### config.mk
export PLATFORM = sky130hd
export DESIGN_NAME = idebm_regs
export DESIGN_NICKNAME = d
export VERILOG_FILES = /design/src/rtl/idebm_pkg.sv /design/src/rtl/idebm_ctrl.sv /design/src/rtl/idebm_dp.sv /design/src/rtl/idebm_regs.sv
export SDC_FILE = /design/constraint.sdc
export NUM_CORES = 1
export LEC_CHECK = 0
export ABC_AREA = 1
export CORE_MARGIN = 5
export CORE_UTILIZATION = 47
export CTS_CLUSTER_SIZE = 24
export DETAILED_ROUTE_END_ITERATION = 8
export DONT_BUFFER_PORTS = 1
export GPL_TIMING_DRIVEN = 0
export PLACE_DENSITY = 0.73
export SLEW_MARGIN = 20
export SYNTH_ARGS = -nofsm -noshare
export SYNTH_HDL_FRONTEND = slang
export SYNTH_SLANG_ARGS = --single-unit
export TNS_END_PERCENT = 50
### constraint.sdc
create_clock -name clk -period 1.2 [get_ports clk]
set_input_delay 0.06 -clock clk [delete_from_list [all_inputs] [get_ports clk]]
set_output_delay 0.06 -clock clk [all_outputs]
set_load 0.005 [all_outputs]
### src/rtl/idebm_pkg.sv
package idebm_pkg;
  parameter int NUM_CH = 2;
  parameter int CH_BYTES = 8;
  parameter int DATA_W = 32;
  localparam int ADDR_W = $clog2(NUM_CH * CH_BYTES);
  localparam int CH_W = (NUM_CH > 1) ? $clog2(NUM_CH) : 1;
  localparam int BE_W = DATA_W / 8;

  typedef enum logic [2:0] {
    RD_NONE, RD_CMD, RD_STAT, RD_FF, RD_ONES, RD_PTR
  } rdKind_e;

  typedef struct packed {
    logic [NUM_CH-1:0]           cmdWr;
    logic [NUM_CH-1:0]           statWr;
    logic [NUM_CH-1:0][BE_W-1:0] ptrBe;
    logic [7:0]                  byteData;
    logic [DATA_W-1:0]           laneData;
    rdKind_e                     rdKind;
    logic [CH_W-1:0]             rdCh;
    logic [1:0]                  rdOff;
    logic [DATA_W-1:0]           rdMask;
  } strobe_t;
endpackage

### src/rtl/idebm_ctrl.sv
module idebm_ctrl
  import idebm_pkg::*;
(
  input  logic              clk,
  input  logic              rstN,
  input  logic              busSel,
  input  logic              busWr,
  input  logic [ADDR_W-1:0] busAddr,
  input  logic [1:0]        busSize,
  input  logic [DATA_W-1:0] busWdata,
  output strobe_t           strb
);
  logic [CH_W-1:0]   chIdx;
  logic              isPtr;
  logic [1:0]        offs;
  logic              aligned;
  logic [BE_W-1:0]   widthBe;
  logic [DATA_W-1:0] sizeMask;

  always_comb begin
    chIdx = CH_W'(busAddr[ADDR_W-1:3]);
    isPtr = busAddr[2];
    offs  = busAddr[1:0];
    case (busSize)
      2'd0:    begin sizeMask = 32'h0000_00FF; widthBe = 4'b0001; end
      2'd1:    begin sizeMask = 32'h0000_FFFF; widthBe = 4'b0011; end
      default: begin sizeMask = 32'hFFFF_FFFF; widthBe = 4'b1111; end
    endcase
    aligned = (busSize == 2'd0) || (busSize == 2'd1 && !offs[0]) ||
              (busSize[1] && offs == 2'd0);
  end

  always_comb begin
    strb          = '0;
    strb.byteData = busWdata[7:0];
    strb.laneData = busWdata << {offs, 3'b000};
    strb.rdMask   = sizeMask;
    strb.rdCh     = chIdx;
    strb.rdOff    = offs;
    strb.rdKind   = RD_NONE;
    if (busSel) begin
      if (isPtr) begin
        if (busWr) begin
          if (aligned) strb.ptrBe[chIdx] = BE_W'(widthBe << offs);
        end else begin
          strb.rdKind = RD_PTR;
        end
      end else if (busSize != 2'd0) begin
        if (!busWr) strb.rdKind = RD_ONES;
      end else begin
        case (offs)
          2'd0: if (busWr) strb.cmdWr[chIdx] = 1'b1; else strb.rdKind = RD_CMD;
          2'd2: if (busWr) strb.statWr[chIdx] = 1'b1; else strb.rdKind = RD_STAT;
          default: if (!busWr) strb.rdKind = RD_FF;
        endcase
      end
    end
  end

  // a wide access to the command/status half never produces a write strobe
  assert_wide_ignored_R3: assert property (@(posedge clk) disable iff (!rstN)
    (busSel && busWr && !busAddr[2] && busSize != 2'd0) |->
      (strb.cmdWr == '0 && strb.statWr == '0));

  // a pointer write strobe is only issued for an aligned access
  assert_ptr_aligned_R10: assert property (@(posedge clk) disable iff (!rstN)
    (strb.ptrBe != '0) |-> aligned);
endmodule

### src/rtl/idebm_dp.sv
module idebm_dp
  import idebm_pkg::*;
(
  input  logic                     clk,
  input  logic                     rstN,
  input  strobe_t                  strb,
  input  logic [NUM_CH-1:0]        xferBusy,
  input  logic [NUM_CH-1:0]        errSet,
  input  logic [NUM_CH-1:0]        irqSet,
  output logic [DATA_W-1:0]        busRdata,
  output logic [NUM_CH-1:0]        runOut,
  output logic [NUM_CH-1:0]        toMemOut,
  output logic [NUM_CH-1:0]        stopPulse,
  output logic [NUM_CH*DATA_W-1:0] descPtr,
  output logic [NUM_CH-1:0]        irqOut
);
  logic [NUM_CH-1:0]             runQ, toMemQ, activeQ, errQ, irqQ, stopQ;
  logic [NUM_CH-1:0][1:0]        userQ;
  logic [NUM_CH-1:0][DATA_W-1:0] ptrQ;
  logic [NUM_CH-1:0][7:0]        cmdByte, statByte;

  for (genvar c = 0; c < NUM_CH; c++) begin : g_ch
    always_ff @(posedge clk) begin
      if (!rstN) begin
        runQ[c]    <= 1'b0;
        toMemQ[c]  <= 1'b0;
        stopQ[c]   <= 1'b0;
        activeQ[c] <= 1'b0;
        errQ[c]    <= 1'b0;
        irqQ[c]    <= 1'b0;
        userQ[c]   <= 2'b00;
        ptrQ[c]    <= '0;
      end else begin
        stopQ[c]   <= 1'b0;
        activeQ[c] <= xferBusy[c];
        if (strb.cmdWr[c]) begin
          runQ[c]   <= strb.byteData[0];
          toMemQ[c] <= strb.byteData[3];
          stopQ[c]  <= runQ[c] & ~strb.byteData[0];
        end
        if (strb.statWr[c]) begin
          userQ[c] <= strb.byteData[6:5];
          errQ[c]  <= errSet[c] | (errQ[c] & ~strb.byteData[1]);
          irqQ[c]  <= irqSet[c] | (irqQ[c] & ~strb.byteData[2]);
        end else begin
          errQ[c]  <= errQ[c] | errSet[c];
          irqQ[c]  <= irqQ[c] | irqSet[c];
        end
        for (int b = 0; b < BE_W; b++) begin
          if (strb.ptrBe[c][b]) ptrQ[c][8*b +: 8] <= strb.laneData[8*b +: 8];
        end
        ptrQ[c][1:0] <= 2'b00;
      end
    end

    assign cmdByte[c]  = {4'b0000, toMemQ[c], 2'b00, runQ[c]};
    assign statByte[c] = {1'b0, userQ[c], 2'b00, irqQ[c], errQ[c], activeQ[c]};
    assign runOut[c]    = runQ[c];
    assign toMemOut[c]  = toMemQ[c];
    assign stopPulse[c] = stopQ[c];
    assign irqOut[c]    = irqQ[c];
    assign descPtr[DATA_W*c +: DATA_W] = ptrQ[c];

    // hardware set events always land
    assert_err_set_R7: assert property (@(posedge clk) disable iff (!rstN)
      errSet[c] |=> errQ[c]);
    assert_irq_set_R7: assert property (@(posedge clk) disable iff (!rstN)
      irqSet[c] |=> irqQ[c]);
    // a stop pulse only follows a run bit falling
    assert_stop_edge_R9: assert property (@(posedge clk) disable iff (!rstN)
      stopQ[c] |-> ($past(runQ[c]) && !runQ[c]));
    // activity bit follows the busy input one clock later
    assert_active_rise_R5: assert property (@(posedge clk) disable iff (!rstN)
      $rose(xferBusy[c]) |=> activeQ[c]);
    // software writes can never set the error flag
    assert_no_sw_set_R6: assert property (@(posedge clk) disable iff (!rstN)
      (strb.statWr[c] && !errSet[c] && !errQ[c]) |=> !errQ[c]);
  end

  always_comb begin
    case (strb.rdKind)
      RD_CMD:  busRdata = {24'h0, cmdByte[strb.rdCh]};
      RD_STAT: busRdata = {24'h0, statByte[strb.rdCh]};
      RD_FF:   busRdata = 32'h0000_00FF;
      RD_ONES: busRdata = strb.rdMask;
      RD_PTR:  busRdata = (ptrQ[strb.rdCh] >> {strb.rdOff, 3'b000}) & strb.rdMask;
      default: busRdata = '0;
    endcase
  end
endmodule

### src/rtl/idebm_regs.sv
module idebm_regs
  import idebm_pkg::*;
(
  input  logic                     clk,
  input  logic                     rstN,
  input  logic                     busSel,
  input  logic                     busWr,
  input  logic [ADDR_W-1:0]        busAddr,
  input  logic [1:0]               busSize,
  input  logic [DATA_W-1:0]        busWdata,
  output logic [DATA_W-1:0]        busRdata,
  input  logic [NUM_CH-1:0]        xferBusy,
  input  logic [NUM_CH-1:0]        errSet,
  input  logic [NUM_CH-1:0]        irqSet,
  output logic [NUM_CH-1:0]        runOut,
  output logic [NUM_CH-1:0]        toMemOut,
  output logic [NUM_CH-1:0]        stopPulse,
  output logic [NUM_CH*DATA_W-1:0] descPtr,
  output logic [NUM_CH-1:0]        irqOut
);
  strobe_t strb;

  idebm_ctrl u_ctrl (
    .clk(clk), .rstN(rstN), .busSel(busSel), .busWr(busWr),
    .busAddr(busAddr), .busSize(busSize), .busWdata(busWdata), .strb(strb)
  );

  idebm_dp u_dp (
    .clk(clk), .rstN(rstN), .strb(strb), .xferBusy(xferBusy),
    .errSet(errSet), .irqSet(irqSet), .busRdata(busRdata),
    .runOut(runOut), .toMemOut(toMemOut), .stopPulse(stopPulse),
    .descPtr(descPtr), .irqOut(irqOut)
  );

  // interrupt line mirrors the interrupt flag seen through the bus
  assert_irq_read_R11: assert property (@(posedge clk) disable iff (!rstN)
    (busSel && !busWr && busSize == 2'd0 && busAddr[2:0] == 3'd2 && busAddr[3] == 1'b0)
      |-> (busRdata[2] == irqOut[0]));
endmodule

==> run metrics, run 1 <==
antenna violations before repair=0; switching part of the total=28.35%; Critical Path RT=1.14 ns; Yosys reg bits=76; num ports=152; die height=111.0 um; Arr. time, crit path=approximately 1.4 ns; Num CTS Buffers=9; share of power burned in registers=42.5%; GRT Util Overall=between 20 and 30%; Max-cap violations=0; # diodes=0; DP Wirelength=between 10 and 15 mm; sw power=1.717 mW; CP startpoint kind=register; die area=12320 um^2; ys flop type=dfxtp_1; initial core utilization=48.62%; Max Freq=~0.7 GHz; skew final=0.0006154 ns; Nets=926; worst-path fanout max=3; largest net degree at the start of global routing=13; layout cells sized above 1=28.20%; Int Pwr=roughly 4.3 mW; Cell Area, Synth=roughly 4800 um^2; fillers=956; core footprint=around 10000 um^2; Static Leak=roughly 2.8 nW; CTS tree=built; failing checks=negative setup slack; die extent in x=111.0 um; root buf cell=clkbuf_8; final core occ=61.02%; final worst-path cycle share=119.5%; Rel. slew slack=53.80%; Worst Hold Class=in -> reg; Comb power frac=17.0%; run status=finished with violations; largest area contributor in the netlist=dfxtp_1; clock-pin slew on the worst setup and hold paths=0.08 ns; Non-Filler Instances=between 1000 and 1500; Port Buffers=0; DR DRC count=0; H-tree depth=3; Slew Limit Fails=0; Setup CP Type=reg -> out; Ys Warns=0; Mean Syn Cell Area=approximately 5.7 um^2; average wire per standard cell=18.77 um; Post-Route WL=around 19 mm; final setup vio count=25; clk sink count=76; Area Growth Syn to Fin=25.52%; clock power share=approximately two fifths; aggregate global routing overflow=0; number of flops mapped to enable cells by yosys=0; Synth Instances=around 850; min cycle time layout=1.434 ns; worst slew pin tran=0.6930 ns; placed insts=983; routability congestion estimate=a little under 1; vias in the first global route=5215; most common library cells after synthesis=nand2_1, nor2_1, dfxtp_1; Worst VDD drop=0.6001 mV; most frequent cell after synthesis=nand2_1; Fin. Hold Viols=0; RSZ-0062 raised after global routing=yes; Post-synth ARST share=0%; area share of the leading cell type in the synthesized netlist=31.72%; PwrDens=roughly 1000 nW/um^2; first-pass GRT wire length=29.06 mm; Vias/cell=between 5 and 6; DRT Pass-1 Iters=5; vias=5625; site row count=36; Initial DRC Count=~730; Netlist cell types=28; Worst setup EP type=output port; Routed Antenna Nets=0; final worst setup slack=-0.2341 ns; sequential fraction of the synthesis area=31.72%; setup tns final=-2.571 ns; clock latency on the worst-skew pair=0.36 ns; Clock Path Buffers=2; top post-synthesis cells by area=dfxtp_1, nand2_1, nor2_1
## critical path: stages (launching register included)
cell	delay, ns
dfxtp_2	0.36
inv_2	0.04
nand2_2	0.07
o21ai_4	0.07
o211ai_1	0.21
nand2_1	0.13
nand2_1	0.13
## registers in the layout (all words and copies together) (netlist names)
register,flops
u_dp.activeQ,2
u_dp.stopPulse,2
u_dp.runOut,2
u_dp.descPtr,60
u_dp.toMemOut,2
u_dp.errQ,2
u_dp.statByte,4
u_dp.irqOut,2
## final timing paths
path,start,to,slack (ns),depth (start not counted)
worst min register to register,u_dp.errQ[0],u_dp.errQ[0],0.46,2
worst max register to register,u_dp.runOut[1],u_dp.stopPulse[1],0.31,2
worst min-delay path,busAddr[2],u_dp.descPtr[39],0.03,4
worst max-delay path,u_dp.descPtr[41],busRdata[9],-0.23,6
## metal layers
layer	global-route usage (%)	share of wire (%)	vias to the layer above
li1	-	-	2686
met1	40.18	40	2530
met2	45.63	44	369
met3	8.242	12	40
met4	10.22	3.4	0
met5	0	0	-
## final cells by class
cell class	count	area [um^2]	share of cell area, %
tap	133	166.4	2.765
inverter	55	206.4	3.430
clock inverter	4	95.09	1.580
multi-input combinational	676	3321	55.17
sequential	76	1645	27.33
timing repair buffer	17	160.2	2.661
clock buffer	12	155.1	2.577
buffer	43	270.3	4.490
## cells in the final DEF (no fill, tap or decap), drive strengths merged
master,instances
a21boi,1
a21oi,29
buf,34
bufinv,3
clkbuf,25
clkinv,3
conb,4
dfxtp,76
dlygate4sd3,13
inv,53
mux2i,3
nand2,367
nand3,58
nand4,2
nor2,159
nor3,1
nor4,1
o211ai,5
o21ai,40
o21bai,1
or2,5
## logic make-up after synthesis
group | Yosys count | synth area share (%)
simple gates | 593 | 50.17
buf+inv | 98 | 9.105
compound gates | 76 | 8.297
flops | 76 | 31.72
mux | 3 | 0.6262
other cells | 1 | 0.07819
## repair_timing
action,in CTS,in global routing
hold buffers,13,0
pin swaps,18,47
setup buffers,2,2
setup endpoints to repair,32,37
gates resized for setup,154,104
hold endpoints to repair,16,0
## per-stage QoR
step | total power, mW | instance area [um^2] | hold WS [ns] | setup WS [ns]
3_3_place_gp | 3.496 | 4974 | 0.1624 | -0.3184
5_1_grt | 6.265 | 6020 | 0.04799 | -0.2623
4_1_cts | 6.001 | 5719 | 0.02270 | -0.2180
3_5_place_dp | 3.500 | 4974 | 0.1756 | -0.3249
2_1_floorplan | 3.253 | 4807 | 0.1576 | 0.04256
6_report | 6.055 | 6020 | 0.02914 | -0.2341
## power groups by stage
| stage | Clock (mW) | Combinational (mW) | Sequential, mW |
|---|---|---|---|
| 2_1_floorplan | 0 | 0.602 | 2.65 |
| 3_3_place_gp | 0 | 0.830 | 2.67 |
| 3_5_place_dp | 0 | 0.833 | 2.67 |
| 4_1_cts | 2.47 | 0.940 | 2.59 |
| 5_1_grt | 2.57 | 1.12 | 2.58 |
| 6_report | 2.45 | 1.03 | 2.57 |
No activity file was read; power rests on OpenSTA's default activity.
==> inputs of run 2 (changes only) <==
--- a/config.mk
+++ b/config.mk
@@ -5,15 +5,14 @@
 export SDC_FILE = /design/constraint.sdc
 export NUM_CORES = 1
 export LEC_CHECK = 0
-export ABC_AREA = 1
 export CORE_MARGIN = 5
 export CORE_UTILIZATION = 47
 export CTS_CLUSTER_SIZE = 24
 export DETAILED_ROUTE_END_ITERATION = 8
 export DONT_BUFFER_PORTS = 1
 export GPL_TIMING_DRIVEN = 0
+export MAX_ROUTING_LAYER = met4
 export PLACE_DENSITY = 0.73
-export SLEW_MARGIN = 20
 export SYNTH_ARGS = -nofsm -noshare
 export SYNTH_HDL_FRONTEND = slang
 export SYNTH_SLANG_ARGS = --single-unit
==> run 2 against run 1 <==
  * The flow finishes with violations (negative hold slack, negative setup slack)
  * Register-to-register slack improved by 0.16 ns
  * Cell count shrank 36%
  * Core utilization down 4.8 points
  * Wire length is 7.2% lower
  * Critical path type unchanged
  * Sequential share of layout area up 1.7 points
  * Hold slack got worse by 0.039 ns
  * Worst setup slack got worse by 0.25 ns
  * Die area down 2.8%
  * Clock power fell by 13%
  * Highest routed layer unchanged
  * Critical endpoint is now busRdata[6]
==> run metrics, run 2 <==
Slew Limit Fails=0 (unchanged); vias=4349 (-23%); Max-cap violations=0 (unchanged); ys flop type=dfxtp_1; average wire per standard cell=27.15 um (+45%); core footprint=9729 um^2 (-1.4%); HP Start=busWdata[13]; Worst VDD drop=0.5785 mV (-3.6%); Num CTS Buffers=9 (unchanged); R2R depth=2 (unchanged); DR DRC count=0 (unchanged); Mean Syn Cell Area=9.609 um^2 (+70%); Yosys reg bits=76 (unchanged); clk sink count=76 (unchanged); run status=finished with violations; RSZ-0062 raised after global routing=yes; routability congestion estimate=0.9777 (+1.4%); most common library cells after synthesis=dfxtp_1, nand2_1, mux2i_1; Register Area=1587 um^2 (-3.6%); Post-DP Area=4845 um^2 (-2.6%); Ys Warns=0 (unchanged); worst reg2reg path startpoint=u_dp.descPtr[7]; Fin. Hold Viols=2 (+2); CTS tree=built; Clock Path Buffers=2 (unchanged); Nets=562 (-39%); clock latency on the worst-skew pair=0.36 ns (about the same); clock-pin slew on the worst setup and hold paths=0.08 ns (about the same); worst slew pin tran=0.8666 ns (+0.1737 ns); Setup CP Type=reg -> out; GRT Util Overall=30.00% (+0.28 points); Initial DRC Count=406 (-44%); Routed Antenna Nets=0 (unchanged); sequential fraction of the synthesis area=32.71% (+0.99 points); Final Cell Area=5466 um^2 (-9.2%); min cycle time layout=1.683 ns (+0.2489 ns); Worst Hold Class=in -> reg; reg2reg end=u_dp.descPtr[7]; Netlist cell types=51 (+82%); Rel. slew slack=41.84% (-12 points); die area=11980 um^2 (-2.8%); Critical Path RT=1.14 ns (about the same); largest area contributor in the netlist=dfxtp_1; # diodes=0 (unchanged); aggregate global routing overflow=0 (unchanged); worst path cell trace=mux4_2, a22oi_2, o21ai_2; hold path depth=3 (-1); PwrDens=1011 nW/um^2 (+0.53%); layout cells sized above 1=36.80% (+8.6 points); CP delay by family, top=multiplexers; Synth Instances=484 (-43%); CP max stage cell=mux4_2; top post-synthesis cells by area=dfxtp_1, mux4_2, mux2i_1; dpl ws=-0.5512 ns (-0.2262 ns); placed insts=620 (-37%); vias in the first global route=4125 (-21%); worst-path fanout max=5 (+2); H-tree depth=3 (unchanged); CP Buf/Inv Count=0 (-1); Static Leak=2.269 nW (-19%); root buf cell=clkbuf_8; Arr. time, crit path=1.62 ns (+0.25 ns); Hold Slack=-0.009363 ns (-0.03850 ns); most frequent cells in the layout=nand2_1, mux2i_1, dfxtp_1, dfxtp_2, mux2_2; Non-Filler Instances=652 (-36%); largest net degree at the start of global routing=14 (+1); Worst setup EP type=output port; Post-synth ARST share=0% (unchanged); skew final=0.004427 ns (+0.003812 ns); setup tns final=-8.594 ns (-6.022 ns); Max Freq=0.5942 GHz (-15%); max reg flops=60 (unchanged); Post-Route WL=17.70 mm (-7.2%); CP max stage delay=0.50 ns (+0.14 ns); DRT Pass-1 Iters=5 (unchanged); CP startpoint kind=register; die height=109.5 um (-1.4%); Cell Area, Synth=4651 um^2 (-3.0%); commonest non-fill, non-tap cell in the layout=nand2_1; fillers=885 (-7.4%); Vias/cell=6.670 (+20%); initial core utilization=47.80% (-0.82 points); final worst-path cycle share=140.2% (+21 points); area share of the leading cell type in the synthesized netlist=32.71% (+0.99 points); Port Buffers=0 (unchanged); failing checks=negative hold slack, negative setup slack; final setup vio count=24 (-4.0%); reg2reg setup slack=0.47 ns (+0.16 ns); Area Growth Syn to Fin=17.54%; most frequent cell after synthesis=dfxtp_1; site row count=36 (unchanged); Hold Path End=u_dp.descPtr[21]; Multi-input gate area=3038 um^2 (-8.5%); DP Wirelength=13.35 mm (-7.0%); final worst setup slack=-0.4830 ns (-0.2489 ns); die extent in x=109.5 um (-1.4%); num ports=152 (unchanged); antenna violations before repair=0 (unchanged); number of flops mapped to enable cells by yosys=0 (unchanged); first-pass GRT wire length=25.62 mm (-12%)
[run 2: cell types whose count changed after synthesis, moves of 8 or more]
cell	previous run	this run
mux4_2	0	21
a21oi_1	29	6
mux2i_1	3	45
o211a_1	0	16
mux2_2	0	28
nor2b_1	0	14
nor2_1	148	9
nand2_1	362	72
inv_1	50	1
a2bb2oi_1	0	8
nand3_1	58	27
a22oi_1	0	10
nor2_4	8	0
[run 2: worst max-delay path by stage]
stage | start | slack [ns] | cells after the start | to
finish | u_dp.descPtr[62] | -0.48 | 3 | busRdata[6]
global route | u_dp.descPtr[62] | -0.50 | 3 | busRdata[6]
CTS | u_dp.descPtr[57] | -0.45 | 2 | busRdata[1]
detailed placement | busAddr[0] | -0.55 | 6 | busRdata[6]
global placement | busAddr[0] | -0.53 | 6 | busRdata[5]
floorplan | busAddr[3] | -0.06 | 7 | u_dp.descPtr[21]
[run 2: timing repair]
item / in CTS / in global routing
resized for setup: 87 / 30
hold buffers: 14 / 0
pin swaps: 11 / 3
hold endpoints to repair: 28 / 0
setup buffers: 1 / 1
endpoints found under the setup margin: 44 / 52
[run 2: through the flow]
step | total power [mW] | utilization [%]
floorplan | 3.175 | -
global placement | 3.345 | 49.79
detailed placement | 3.354 | 49.79
CTS | 5.470 | 55.47
global route | 5.659 | 56.19
finish | 5.529 | 56.19
[run 2: per-layer routing]
layer | GRT usage [%] | share of wire, % | vias up
met5 | - | 0 | -
met1 | 36.89 | 37 | 2131
met3 | 9.924 | 13 | 44
met4 | 12.38 | 3.3 | 0
li1 | - | - | 1865
met2 | 45.38 | 47 | 309
[run 2: layout make-up]
class | instances | share of cell area, %
clock inverter | 4 | 1.007
multi-input combinational | 365 | 55.57
clock buffer | 12 | 2.838
sequential | 76 | 29.02
buffer | 45 | 5.539
tap | 133 | 3.044
inverter | 1 | 0.06867
timing repair buffer | 16 | 2.907
[run 2: cell families after synthesis]
group / synth area share [%]
simple gates: 17.27
compound gates: 17.06
mux: 26.63
flops: 32.71
buf+inv: 6.053
xor+xnor: 0.1884
other cells: 0.08063
[run 2: report_power, final]
part	internal (mW)	switching, mW
clock	1.09	1.03
combinational	0.351	0.467
sequential	2.54	0.0431
total	3.99	1.54
[run 2: tightest hold or removal path: cells and delay by family]
kind | cells | cell delay (ns)
and+or+nand+nor | 1 | 0.07
AOI/OAI and AO/OA | 2 | 0.19
==> inputs of run 3 (changes only) <==
--- a/config.mk
+++ b/config.mk
@@ -11,7 +11,6 @@
 export DETAILED_ROUTE_END_ITERATION = 8
 export DONT_BUFFER_PORTS = 1
 export GPL_TIMING_DRIVEN = 0
-export MAX_ROUTING_LAYER = met4
 export PLACE_DENSITY = 0.73
 export SYNTH_ARGS = -nofsm -noshare
 export SYNTH_HDL_FRONTEND = slang
==> run 3 against run 2 <==
  * The run still ends with negative hold slack, negative setup slack left
  * Die area stayed put
  * Fmax is 0.73% higher
  * First-iteration DRC count is 7.9% higher
  * Sequential cell count stayed put
  * Clock-buffer cell count is 2 lower
  * Critical path type unchanged
  * Clock power is 5% higher
  * Largest power group unchanged
  * Power is 1.8% higher
==> run metrics, run 3 (synthesis gave the netlist of run 2 again) <==
Worst setup EP type=output port; most frequent cells in the layout=nand2_1, mux2i_1, dfxtp_1, dfxtp_2, mux2_2; Num CTS Buffers=9 (unchanged); commonest non-fill, non-tap cell in the layout=nand2_1; DRT Pass-1 Iters=5 (unchanged); clock-pin slew on the worst setup and hold paths=0.09 ns (about the same); Slew Limit Fails=0 (unchanged); core footprint=9729 um^2 (unchanged); Worst Hold Class=in -> reg; switching part of the total=27.80% (-0.11 points); initial core utilization=47.80% (unchanged); Worst VDD drop=0.5784 mV (about the same); vias in the first global route=4165 (+0.97%); Post-Route WL=17.62 mm (-0.47%); RSZ-0062 raised after global routing=yes; routability congestion estimate=0.9653 (-1.3%); reg2reg setup slack=0.47 ns (about the same); clk sink count=76 (unchanged); PwrDens=1028 nW/um^2 (+1.6%); share of power burned in registers=45.9% (-0.9 points); skew final=0.01308 ns (+0.008655 ns); Hold Path End=u_dp.descPtr[54]; Arr. time, crit path=1.61 ns (about the same); run status=finished with violations; num ports=152 (unchanged); final worst setup slack=-0.4707 ns (+0.01228 ns); max reg flops=60 (unchanged); average wire per standard cell=26.94 um (-0.77%); H-tree depth=3 (unchanged); Final Cell Area=5477 um^2 (+0.18%); Max Freq=0.5986 GHz (+0.73%); HP Start=busWdata[14]; Port Buffers=0 (unchanged); worst reg2reg path startpoint=u_dp.irqOut[0]; die extent in x=109.5 um (unchanged); Vias/cell=6.592 (-1.2%); die height=109.5 um (unchanged); site row count=36 (unchanged); Nets=563 (+0.18%); Routed Antenna Nets=0 (unchanged); clock latency on the worst-skew pair=0.36 ns (about the same); worst-path fanout max=5 (unchanged); clock power share=39.5% (+1.1 points); final worst-path cycle share=139.2% (-1.0 points); final setup vio count=27 (+13%); aggregate global routing overflow=0 (unchanged); worst slew pin tran=1.123 ns (+0.2564 ns); root buf cell=clkbuf_8; first-pass GRT wire length=25.96 mm (+1.3%); Hold Slack=-0.01426 ns (-0.004901 ns); R2R depth=1 (-1); reg2reg end=u_dp.irqOut[0]; Comb power frac=14.5% (-0.3 points); final core occ=56.29% (+0.10 points); layout cells sized above 1=36.54% (-0.26 points); Area Growth Syn to Fin=17.76%; Clock Path Buffers=2 (unchanged); Critical Path RT=1.14 ns (about the same); failing checks=negative hold slack, negative setup slack; antenna violations before repair=1 (+1); DP Wirelength=13.34 mm (-0.11%); min cycle time layout=1.671 ns (-0.01228 ns); Post-DP Area=4845 um^2 (unchanged); sw power=1.565 mW (+1.4%); Static Leak=2.274 nW (+0.22%); largest net degree at the start of global routing=14 (unchanged); Int Pwr=4.065 mW (+2.0%); CTS tree=built; vias=4311 (-0.87%); hold path depth=3 (unchanged); Setup CP Type=reg -> out; Max-cap violations=0 (unchanged); Fin. Hold Viols=2 (unchanged); setup tns final=-8.923 ns (-0.3296 ns); die area=11980 um^2 (unchanged); DR DRC count=0 (unchanged); GRT Util Overall=29.58% (-0.43 points); total power=5.630 mW (+1.8%); Rel. slew slack=24.34% (-17 points); CP startpoint kind=register; Initial DRC Count=438 (+7.9%)
## run 3: layer usage
layer / routed length, um / up-vias / GRT usage, %
met1: 6546 / 2074 / 36.69
met5: 0 / - / 0
li1: - / 1863 / -
met4: 984 / 0 / 15.49
met3: 2202 / 68 / 11.33
met2: 7882 / 306 / 44.46
## run 3: how the worst max path moves through the flow
stage	endpoint	from	slack [ns]
finish	busRdata[6]	u_dp.descPtr[62]	-0.47
global route	busRdata[6]	u_dp.descPtr[62]	-0.50
detailed placement	busRdata[6]	busAddr[0]	-0.54
global placement	busRdata[5]	busAddr[0]	-0.53
CTS	busRdata[6]	u_dp.descPtr[62]	-0.46
floorplan	u_dp.descPtr[21]	busAddr[3]	-0.06
## run 3: what timing repair did
action,CTS,global route
gates resized for setup,82,35
hold buffers,15,0
endpoints found under the hold margin,30,0
endpoints found under the setup margin,38,43
pin swaps,9,4
buffers inserted,1,1
## run 3: layout make-up
type	count	area, um^2
Sequential cell	76	1588
Fill cell	872	4253
Clock buffer	10	127.6
Multi-Input combinational cell	365	3028
Buffer	45	302.8
Clock inverter	6	88.84
Timing Repair Buffer	17	168.9
Antenna cell	1	2.502
Inverter	1	3.754
Tap cell	133	166.4
## run 3: worst max-delay path: stages (launching register included)
cell,delay (ns)
dfxtp_2,0.37
mux4_2,0.52
a22oi_2,0.25
o21ai_2,0.11
## run 3: metrics by stage
step	setup slack, ns	std cells
6_report	-0.4707	654
5_1_grt	-0.4955	654
2_1_floorplan	-0.06187	487
4_1_cts	-0.4553	652
3_5_place_dp	-0.5416	620
3_3_place_gp	-0.5272	620
## run 3: power by group through the flow
stage,sequential (mW),clock [mW],combinational [mW]
after floorplan,2.64,0,0.540
after global placement,2.65,0,0.692
after global routing,2.59,2.31,0.864
after detailed placement,2.65,0,0.701
after CTS,2.59,2.21,0.782
final,2.59,2.23,0.818
